File: src/rtl/gr_pkg.sv
package gr_pkg;
  typedef enum logic [2:0] {
    GR_FWD   = 3'd0,
    GR_ARMED = 3'd1,
    GR_REV   = 3'd2,
    GR_XFADE = 3'd3,
    GR_HOLD  = 3'd4
  } gr_mode_e;
endpackage

File: src/rtl/gr_trigger.sv
module gr_trigger #(
  parameter int SW = 16,
  parameter logic [SW-1:0] THRESH = 16'h3900
) (
  input  logic [SW-1:0] sample,
  output logic          hit
);
  logic [SW-1:0] mag;

  // Ones-complement magnitude: cheap inversion instead of a negation carry chain
  always_comb begin
    mag = sample[SW-1] ? ~sample : sample;
    hit = (mag >= THRESH);
  end
endmodule

File: src/rtl/gr_sequencer.sv
module gr_sequencer
  import gr_pkg::*;
#(
  parameter int          AW           = 18,
  parameter int unsigned BACKTRACK    = 32'h800,
  parameter int unsigned HOLDOFF      = 32'hF00,
  parameter int unsigned XFADE_FRAMES = 512
) (
  input  logic          clk,
  input  logic          rst,
  input  logic          stb,
  input  logic          trig_hit,
  input  logic [AW-1:0] buf_size,
  output gr_mode_e      mode_o,
  output logic [AW-1:0] bottom_o,
  output logic          wr_go,
  output logic [AW-1:0] wr_addr,
  output logic          rd_go,
  output logic [AW-1:0] rd_addr,
  output logic          xfade_start_o
);
  localparam int XCW = $clog2(XFADE_FRAMES + 1);
  localparam int HCW = $clog2(HOLDOFF + 1);
  localparam logic [AW-1:0] STEP = AW'(2);
  localparam logic [AW-1:0] BT   = AW'(BACKTRACK);

  gr_mode_e       mode_q, mode_d;
  logic [AW-1:0]  w_q, r_q, bottom_q, bottom_d, rd_base;
  logic [XCW-1:0] xcnt_q;
  logic [HCW-1:0] hcnt_q;
  logic           wr_now, rd_now, at_top, hload, xs, xs_q;

  always_comb begin
    rd_base  = (mode_q == GR_ARMED) ? w_q : r_q;
    rd_addr  = rd_base - STEP;
    at_top   = (w_q == bottom_q + buf_size);
    mode_d   = mode_q;
    bottom_d = bottom_q;
    wr_now   = 1'b0;
    rd_now   = 1'b0;
    hload    = 1'b0;
    xs       = 1'b0;
    case (mode_q)
      GR_FWD: begin
        wr_now = 1'b1;
        if (trig_hit) begin
          mode_d   = GR_ARMED;
          bottom_d = w_q - BT;
        end
      end
      GR_ARMED: begin
        if (at_top) begin
          rd_now = 1'b1;
          mode_d = GR_REV;
          if (rd_addr == bottom_q) begin
            mode_d = GR_XFADE;
            xs     = 1'b1;
          end
        end else begin
          wr_now = 1'b1;
        end
      end
      GR_REV: begin
        rd_now = 1'b1;
        if (rd_addr == bottom_q) begin
          mode_d = GR_XFADE;
          xs     = 1'b1;
        end
      end
      GR_XFADE: begin
        rd_now = 1'b1;
        wr_now = 1'b1;
        if (xcnt_q == XCW'(1)) begin
          mode_d = GR_HOLD;
          hload  = 1'b1;
        end
      end
      GR_HOLD: begin
        wr_now = 1'b1;
        if (hcnt_q == HCW'(2)) mode_d = GR_FWD;
      end
      default: mode_d = GR_FWD;
    endcase
  end

  always_ff @(posedge clk) begin
    if (rst) begin
      mode_q   <= GR_FWD;
      w_q      <= '0;
      r_q      <= '0;
      bottom_q <= '0;
      xcnt_q   <= '0;
      hcnt_q   <= '0;
      xs_q     <= 1'b0;
    end else begin
      xs_q <= 1'b0;
      if (stb) begin
        mode_q   <= mode_d;
        bottom_q <= bottom_d;
        xs_q     <= xs;
        if (wr_now) w_q <= w_q + STEP;
        if (rd_now) r_q <= rd_addr;
        if (xs) xcnt_q <= XCW'(XFADE_FRAMES);
        else if (mode_q == GR_XFADE) xcnt_q <= xcnt_q - XCW'(1);
        if (hload) hcnt_q <= HCW'(HOLDOFF);
        else if (mode_q == GR_HOLD) hcnt_q <= hcnt_q - HCW'(2);
      end
    end
  end

  assign mode_o        = mode_q;
  assign bottom_o      = bottom_q;
  assign wr_go         = stb & wr_now;
  assign wr_addr       = w_q;
  assign rd_go         = stb & rd_now;
  assign xfade_start_o = xs_q;


  mode_on_stb_chk: assert property (@(posedge clk) disable iff (rst)
    (mode_q != $past(mode_q)) |-> $past(stb));


  bottom_on_trigger_chk: assert property (@(posedge clk) disable iff (rst)
    (bottom_q != $past(bottom_q)) |-> (mode_q == GR_ARMED && $past(mode_q) == GR_FWD));


  xfade_pulse_mode_chk: assert property (@(posedge clk) disable iff (rst)
    xs_q |-> (mode_q == GR_XFADE));


  xfade_pulse_width_chk: assert property (@(posedge clk) disable iff (rst)
    xs_q |=> !xs_q);


  hold_exit_chk: assert property (@(posedge clk) disable iff (rst)
    ($past(mode_q) == GR_HOLD && mode_q != GR_HOLD) |-> (mode_q == GR_FWD));
endmodule

File: src/rtl/gr_memport.sv
module gr_memport #(
  parameter int AW = 18,
  parameter int SW = 16
) (
  input  logic          clk,
  input  logic          rst,
  input  logic          stb,
  input  logic          wr_go,
  input  logic [AW-1:0] wr_addr,
  input  logic          rd_go,
  input  logic [AW-1:0] rd_addr,
  input  logic [SW-1:0] in_l,
  input  logic [SW-1:0] in_r,
  input  logic [SW-1:0] mem_rdata,
  output logic          mem_we,
  output logic [AW-1:0] mem_waddr,
  output logic [SW-1:0] mem_wdata,
  output logic [AW-1:0] mem_raddr,
  output logic [SW-1:0] out_l,
  output logic [SW-1:0] out_r
);
  localparam int NPH = 3;

  logic [NPH-1:0] ph;
  logic [SW-1:0]  lat_l, lat_r, left_cap;
  logic           play_q;

  always_ff @(posedge clk) begin
    if (rst) begin
      ph        <= '0;
      lat_l     <= '0;
      lat_r     <= '0;
      left_cap  <= '0;
      play_q    <= 1'b0;
      mem_we    <= 1'b0;
      mem_waddr <= '0;
      mem_wdata <= '0;
      mem_raddr <= '0;
      out_l     <= '0;
      out_r     <= '0;
    end else begin
      ph <= {ph[NPH-2:0], stb};
      if (stb) begin
        mem_we    <= wr_go;
        mem_waddr <= wr_addr;
        mem_wdata <= in_l;
        lat_l     <= in_l;
        lat_r     <= in_r;
        play_q    <= rd_go;
        if (rd_go) mem_raddr <= rd_addr;
      end else if (ph[0]) begin
        mem_waddr <= mem_waddr + AW'(1);
        mem_wdata <= lat_r;
        if (play_q) mem_raddr <= mem_raddr + AW'(1);
      end else begin
        mem_we <= 1'b0;
      end
      if (ph[1]) left_cap <= mem_rdata;
      if (ph[2]) begin
        out_l <= play_q ? left_cap : lat_l;
        out_r <= play_q ? mem_rdata : lat_r;
      end
    end
  end


  right_follows_left_chk: assert property (@(posedge clk) disable iff (rst)
    (mem_we && $past(mem_we)) |-> (mem_waddr == $past(mem_waddr) + AW'(1)));


  stb_spacing_chk: assert property (@(posedge clk) disable iff (rst)
    stb |-> (ph == '0));
endmodule

File: src/rtl/gated_reverse_ctrl.sv
module gated_reverse_ctrl
  import gr_pkg::*;
#(
  parameter int              AW           = 18,
  parameter int              SW           = 16,
  parameter logic [SW-1:0]   THRESH       = 16'h3900,
  parameter int unsigned     BACKTRACK    = 32'h800,
  parameter int unsigned     HOLDOFF      = 32'hF00,
  parameter int unsigned     XFADE_FRAMES = 512
) (
  input  logic          clk,
  input  logic          rst,
  input  logic          frame_stb,
  input  logic [SW-1:0] in_left,
  input  logic [SW-1:0] in_right,
  input  logic [AW-1:0] buf_size,
  input  logic [SW-1:0] mem_rdata,
  output logic          mem_we,
  output logic [AW-1:0] mem_waddr,
  output logic [SW-1:0] mem_wdata,
  output logic [AW-1:0] mem_raddr,
  output logic [SW-1:0] out_left,
  output logic [SW-1:0] out_right,
  output logic [2:0]    mode,
  output logic [AW-1:0] buf_bottom,
  output logic          xfade_start
);
  gr_mode_e      mode_s;
  logic          hit, wr_go, rd_go;
  logic [AW-1:0] wr_addr, rd_addr;

  gr_trigger #(.SW(SW), .THRESH(THRESH)) u_trig (
    .sample (in_left),
    .hit    (hit)
  );

  gr_sequencer #(
    .AW(AW), .BACKTRACK(BACKTRACK), .HOLDOFF(HOLDOFF), .XFADE_FRAMES(XFADE_FRAMES)
  ) u_seq (
    .clk           (clk),
    .rst           (rst),
    .stb           (frame_stb),
    .trig_hit      (hit),
    .buf_size      (buf_size),
    .mode_o        (mode_s),
    .bottom_o      (buf_bottom),
    .wr_go         (wr_go),
    .wr_addr       (wr_addr),
    .rd_go         (rd_go),
    .rd_addr       (rd_addr),
    .xfade_start_o (xfade_start)
  );

  gr_memport #(.AW(AW), .SW(SW)) u_port (
    .clk       (clk),
    .rst       (rst),
    .stb       (frame_stb),
    .wr_go     (wr_go),
    .wr_addr   (wr_addr),
    .rd_go     (rd_go),
    .rd_addr   (rd_addr),
    .in_l      (in_left),
    .in_r      (in_right),
    .mem_rdata (mem_rdata),
    .mem_we    (mem_we),
    .mem_waddr (mem_waddr),
    .mem_wdata (mem_wdata),
    .mem_raddr (mem_raddr),
    .out_l     (out_left),
    .out_r     (out_right)
  );

  assign mode = mode_s;


  no_write_reversing_chk: assert property (@(posedge clk) disable iff (rst)
    $rose(mem_we) |-> ($past(mode_s) != GR_REV));
endmodule

File: config.mk
export PLATFORM = sky130hd
export DESIGN_NAME = gated_reverse_ctrl
export DESIGN_NICKNAME = d
export VERILOG_FILES = /design/src/rtl/gr_pkg.sv /design/src/rtl/gr_trigger.sv /design/src/rtl/gr_sequencer.sv /design/src/rtl/gr_memport.sv /design/src/rtl/gated_reverse_ctrl.sv
export SDC_FILE = /design/constraint.sdc
export NUM_CORES = 1
export LEC_CHECK = 0
export BUFFER_PORTS_ARGS = -buffer_cell sky130_fd_sc_hd__buf_2
export CAP_MARGIN = 20
export CELL_PAD_IN_SITES_DETAIL_PLACEMENT = 1
export CELL_PAD_IN_SITES_GLOBAL_PLACEMENT = 1
export CORE_ASPECT_RATIO = 1.4
export CORE_MARGIN = 1
export CORE_UTILIZATION = 30
export DETAILED_ROUTE_END_ITERATION = 7
export PLACE_DENSITY_LB_ADDON = 0.25
export SETUP_SLACK_MARGIN = 0.4
export SLEW_MARGIN = 20
export SYNTH_ARGS = -nofsm -noshare
export SYNTH_HDL_FRONTEND = slang
export SYNTH_HIERARCHICAL = 1
export SYNTH_SLANG_ARGS = --single-unit
File: constraint.sdc
create_clock -name clk -period 8 [get_ports clk]
set_input_delay 1.6 -clock clk [delete_from_list [all_inputs] [get_ports clk]]
set_output_delay 1.6 -clock clk [all_outputs]
set_load 0.02 [all_outputs]
# After elaboration in Yosys (flattened, before gate mapping)
# Cells that the tools add are included.
dict set report totals {
  reg_bits 217
  input_bits 69
  output_inout_bits 107
}
dict set report classes {
  add_sub_neg 8
  magnitude_cmp 1
  n_eq_ne 15
  mux 34
  n_bitwise 4
  n_reduce_logical 15
}
# op n
set ops {}
lappend ops {{two-way mux 18 bit} 7}
lappend ops {{two-way mux 16 bit} 5}
lappend ops {{adder 18 x 1 -> 18 bit, second input constant} 2}
lappend ops {{== test 18 bit} 2}
lappend ops {{two-way mux 12 bit} 2}
lappend ops {{two-way mux 10 bit} 2}
lappend ops {{adder 18 bit} 1}
lappend ops {{adder 18 x 2 -> 18 bit, second input constant} 1}
lappend ops {{subtractor 18 x 12 -> 18 bit, second input constant} 1}
lappend ops {{subtractor 18 x 2 -> 18 bit, second input constant} 1}
lappend ops {{>= comparator 16 x 14 -> 1 bit, second input constant} 1}
lappend ops {{inverter 16 bit} 1}
lappend ops {{two-way mux 3 bit} 5}
lappend ops {{one-hot mux 3 bit (5 select lines)} 1}
lappend ops {{== test 12 x 2 -> 1 bit, second input constant} 1}
lappend ops {{subtractor 12 x 2 -> 12 bit, second input constant} 1}
lappend ops {{== test 10 x 1 -> 1 bit, second input constant} 1}
lappend ops {{!= test 2 x 1 -> 1 bit, second input constant} 5}
lappend ops {{subtractor 10 x 1 -> 10 bit, second input constant} 1}
lappend ops {{two-way mux 1 bit} 9}
lappend ops {{AND reduction 2 bit} 4}
lappend ops {{nonzero test 2 bit} 4}
lappend ops {{== test 3 x 2 -> 1 bit, second input constant} 2}
lappend ops {{one-hot mux 1 bit (2 select lines)} 3}
lappend ops {{other kinds (10)} 14}

# Logic depth before layout (Yosys ltp)
dict set report logic_depth {
  depth_word 9
  mapped_depth 18
}

# Modules after synthesis
# The synthesis kept the hierarchy.
# module n_inst cells_each area_per_inst_um2 seq_area_each_um2
set by_module_without_submodules {}
lappend by_module_without_submodules {gr_sequencer 1 783 6155.9 1541.5}
lappend by_module_without_submodules {gr_memport 1 674 6062.1 2742.6}
lappend by_module_without_submodules {gr_trigger 1 8 40.0 0.0}

# Least setup slack after synthesis
# Ideal clock, no wire load.
dict set report synth_path {
  kind {input to register}
  startpoint {input port buf_size[1]}
  endpoint {register u_port.mem_raddr[5]}
  setup_time_ns 0.119
  t_arrival_ns 5.280
  required_time_ns 7.881
  slack_ns 2.602
  cell_stages 15
  path_buffers 1
  path_cell_list {ha_1 fa_1 xor3_1 a31oi_1 o2111ai_1 a2111oi_0 nand3_1 or4b_1 a21o_1 clkbuf_1 inv_1 nand2_1 a2111oi_0 a21oi_1 o221a_2}
}
dict set report synth_between {
  elab_chain_len 7
}
# element line
set synth_rtl {}
lappend synth_rtl {{start, declared} gated_reverse_ctrl.sv:16} ;# input logic [AW-1:0] buf_size,
lappend synth_rtl {{adder 18 bit} gr_sequencer.sv:36} ;# at_top = (w_q == bottom_q + buf_size);
lappend synth_rtl {{== test 18 bit} gr_sequencer.sv:36}
lappend synth_rtl {{two-way mux 1 bit} gr_sequencer.sv:52} ;# if (at_top) begin
lappend synth_rtl {{one-hot mux 1 bit (2 select lines)} gr_sequencer.sv:43} ;# case (mode_q)
lappend synth_rtl {{AND 1 bit} gr_sequencer.sv:115} ;# assign rd_go = stb & rd_now;
lappend synth_rtl {{net rd_go} gated_reverse_ctrl.sv:29} ;# logic hit, wr_go, rd_go;
lappend synth_rtl {{!= test 2 x 1 -> 1 bit (no line)} n/a}
lappend synth_rtl {{AND reduction 3 bit (no line)} n/a}
lappend synth_rtl {{end signal, assigned} gr_memport.sv:50} ;# if (rd_go) mem_raddr <= rd_addr;
lappend synth_rtl {{end signal, assigned} gr_memport.sv:54} ;# if (play_q) mem_raddr <= mem_raddr + AW'(1);
lappend synth_rtl {{end, declared} gr_memport.sv:18} ;# output logic [AW-1:0] mem_raddr,
# The timed path passes the listed nets, and every way through them passes these cells.
# A chain may end at the register's enable or synchronous reset.

# Final worst setup path
dict set report layout_path {
  startpoint {input port buf_size[1]}
  endpoint {register u_port.mem_raddr[17]}
}
# Same word-level chain as after synthesis.

==> flow_summary.yaml <==
outcome:
  run_status: "completed"
setup_path:
  arrival_ns: 6.35
  crit_path_end_kind: "register"
  path_buf_inv: 3
  reg2reg_to: "u_seq/xcnt_q[6]$_SDFFE_PP0P_"
  path_max_fanout: 20
  crit_path_start_kind: "input port"
  required_ns: 8.40
  regToRegStartpoint: "u_seq/mode_o[0]$_SDFFE_PP0P_"
  r2r_slack_ns: 2.43
  worst-r2r-cell-count: 13
  critPathMaxStageDelay_ns: 0.72
  crit_chain: "buf_2 -> ha_1 -> fa_1 -> xor3_1 -> a31oi_1 -> o2111ai_1 -> a2111oi_0 -> nand3_1 -> or4b_1 -> a21o_1 -> buf_4 -> inv_1 -> nand2_1 -> nand2_1 -> and3_1 -> a31oi_1"
  path_delay_family: "simple AND/OR/NAND/NOR gates"
  critPathKind: "input port to register"
  crit_slowest_cell: "a2111oi_0"
timing:
  grt_setup_unrepaired: "no"
  setup_viol: 0
  hold_viol_final: 0
  fin_skew_ns: 0.0116
  layout_min_cycle_time_ns: 5.94
  slew_viol_final: 0
  setup_tns_ns: 0
  relSlewSlack: 0.322
  timing.final.crit_share: 0.743
  fmax_mhz: 168
  worst-slew-pin-transition_ns: 1.02
power_and_ir_drop:
  ir_drop_v: 0.000106
  pwr-share-clk: 0.439
  power_switching_uw: 724
  swShare: 0.273
  power.internal_uw: 1920
  p_leak_uw: 0.00579
  combPwrFrac: 0.133
  powerDensity_nw_per_um2: 185
  p_seq_frac: 0.428
place:
  io_buffers: 174
  gp_congestion: 0.916
  placed_area_um2: 13500
  dp_cells: 2088
  hpwl_mm: 29.4
synth:
  yosys_warnings: 6
  syn_area_per_cell_um2: 8.37
  netlist_area_um2: 12300
  synthTopCellsByArea: "dfxtp_1 (35%), mux2i_1 (11%), nor2_1 (6.6%)"
  synth_top_area_share: 0.349
  synth_cell_type_count: 81
  netlist_instances: 1465
  yosysTopAreaCell: "dfxtp_1"
  synth-edff-count: 0
  ys_ff_latch: 214
  yosysSeqAreaShare: 0.349
  async_flop_share: 0
  ys.flop_type: "dfxtp_1"
clocking:
  hold_buffers: 0
  cts_made_buffers: 24
  post_cts_buffers: 0
  cts.sinks: 214
  clk_pin_slew_ns: 0.06
  clockRootBuffer: "clkbuf_16"
  cts_buffer_depth: 3
  clk_latency_ns: 0.55
  cts_max_level: 1
  ctsResizeCount: 0
  tritoncts: "yes"
floorplan:
  die_y_um: 241
  dieWidth_um: 173
  fp.coreArea_um2: 40300
  dieArea_um2: 41700
  ioPinCount: 176
  initial_core_util: 0.304
  rows: 87
finish:
  areaGrowthSynthToFinish_pct: 17.0
  fillers: 4844
  final_common_cell: "nor2_1"
  antennaDiodeCount: 0
  nets: 1675
  drive_gt1_frac: 0.165
  final_area_um2: 14300
  final_cell_mix: "nor2_1 (216), dfxtp_1 (211), buf_2 (172)"
  stdcell_count: 2129
routing:
  wl_per_cell_um: 19.4
  viasPerCell: 5.36
  drtIter0Drc: 484
  routed_wl_mm: 41.3
  dr.pass1.iters: 5
  num_vias: 11400
  drcViolationCount: 0
  ant_nets: 0
grt:
  grt_pass1_wl_mm: 66.0
  gr-usage-all-layers: 0.196
  antenna_found_initial: 0
  grt-ovfl-total: 0
  grtUsageMet2: 0.360
  grt.busiest_layer: "met2"
  grt_start_max_net_pins: 97
  grtUsageMet3: 0.0235
  grt_util_met1: 0.235
  grt_pass1_vias: 11900
job:
  maxCapViolations: 0
hold_path:
  hp-start: "u_port/out_l[13]$_SDFFE_PP0P_"
  hp-class: "register to register"
  hold_depth: 2
  whs_endpoint: "u_port/out_l[13]$_SDFFE_PP0P_"
==> worst register-to-register path: cells and delay by family, from the launching register on <==
kind            cells  cell delay, ns
compound gates      4            1.50
flops               1            0.62
fa+ha+maj           1            0.34
mux                 2            0.67
simple gates        6            2.32
==> layout make-up <==
cell class	count	area, µm²	area share
multi-input combinational	1116	7440	0.519
sequential	214	4290	0.299
timing repair buffer	191	1010	0.0703
clock buffer	30	674	0.0470
tap	534	668	0.0466
clock inverter	11	135	0.00943
inverter	33	124	0.00864
==> state kept, by name, summed over array words and instances (netlist names), 10 cells and up <==
register	count
u_port/lat_l	16
u_port/lat_r	16
u_port/left_cap	16
u_port/mem_raddr	18
u_port/mem_waddr	18
u_port/mem_wdata	16
u_port/out_l	16
u_port/out_r	16
u_seq/bottom_o	17
u_seq/hcnt_q	11
u_seq/r_q	18
u_seq/wr_addr	17
u_seq/xcnt_q	10
==> kinds of logic (layout without fill, tap and decap cells) <==
family | count (synthesis) | in the layout | synth area share
compound gates | 298 | 298 | 0.163
xor+xnor | 97 | 97 | 0.0740
fa+ha+maj | 26 | 26 | 0.0272
buf+inv | 136 | 265 | 0.0448
flops | 214 | 214 | 0.349
mux | 137 | 137 | 0.113
other cells | 1 | 2 | 0.000306
simple gates | 556 | 556 | 0.229
==> layer usage <==
layer	vias up	wire, µm
met5	-	0
met4	0	1180
met3	65	1500
met2	257	20500
met1	5565	18200
li1	5526	-
==> how the worst max path moves through the flow <==
stage / startpoint / to / slack (ns) / depth (start not counted)
floorplan: buf_size[1] / u_port/mem_raddr[5]$_SDFFE_PP0P_ / 2.60 / 15
global placement: buf_size[1] / u_port/mem_raddr[17]$_SDFFE_PP0P_ / 1.70 / 16
detailed placement: buf_size[1] / u_port/mem_raddr[17]$_SDFFE_PP0P_ / 1.62 / 16
CTS: buf_size[1] / u_port/mem_raddr[6]$_SDFFE_PP0P_ / 2.16 / 16
global route: buf_size[1] / u_port/mem_raddr[6]$_SDFFE_PP0P_ / 1.84 / 16
finish: buf_size[1] / u_port/mem_raddr[17]$_SDFFE_PP0P_ / 2.06 / 16
==> Yosys cell counts (all sizes together) (4+ instances only) <==
library cell	n
a2111oi	8
a211oi	58
a21o	12
a21oi	90
a22oi	10
a311oi	4
a31oi	9
and2	9
and3	17
buf	30
clkbuf	73
dfxtp	214
ha	25
inv	33
mux2	5
mux2i	132
nand2	86
nand2b	5
nand3	44
nand3b	4
nand4	26
nand4bb	4
nor2	216
nor2b	6
nor3	48
nor3b	9
nor4	21
o2111ai	4
o211ai	18
o21ai	34
o31ai	15
or2	5
or3	20
or4	17
or4b	6
xnor2	66
xor2	27
==> power by group through the flow <==
stage	logic (µW)	registers [µW]	clock network (µW)
2_1_floorplan	231	1170	0
3_3_place_gp	348	1160	0
3_5_place_dp	353	1160	0
4_1_cts	356	1130	1200
5_1_grt	388	1140	1240
6_report	353	1130	1160
==> metrics by stage <==
stage / setup slack (ns) / power [µW] / utilization / hold slack, ns
2_1_floorplan: 2.60 / 1400 / - / 0.438
3_3_place_gp: 1.70 / 1500 / 0.336 / 0.471
3_5_place_dp: 1.62 / 1510 / 0.336 / 0.477
4_1_cts: 2.16 / 2690 / 0.356 / 0.486
5_1_grt: 1.84 / 2770 / 0.356 / 0.503
6_report: 2.06 / 2650 / 0.356 / 0.483
(Power assumes the default switching activity.)
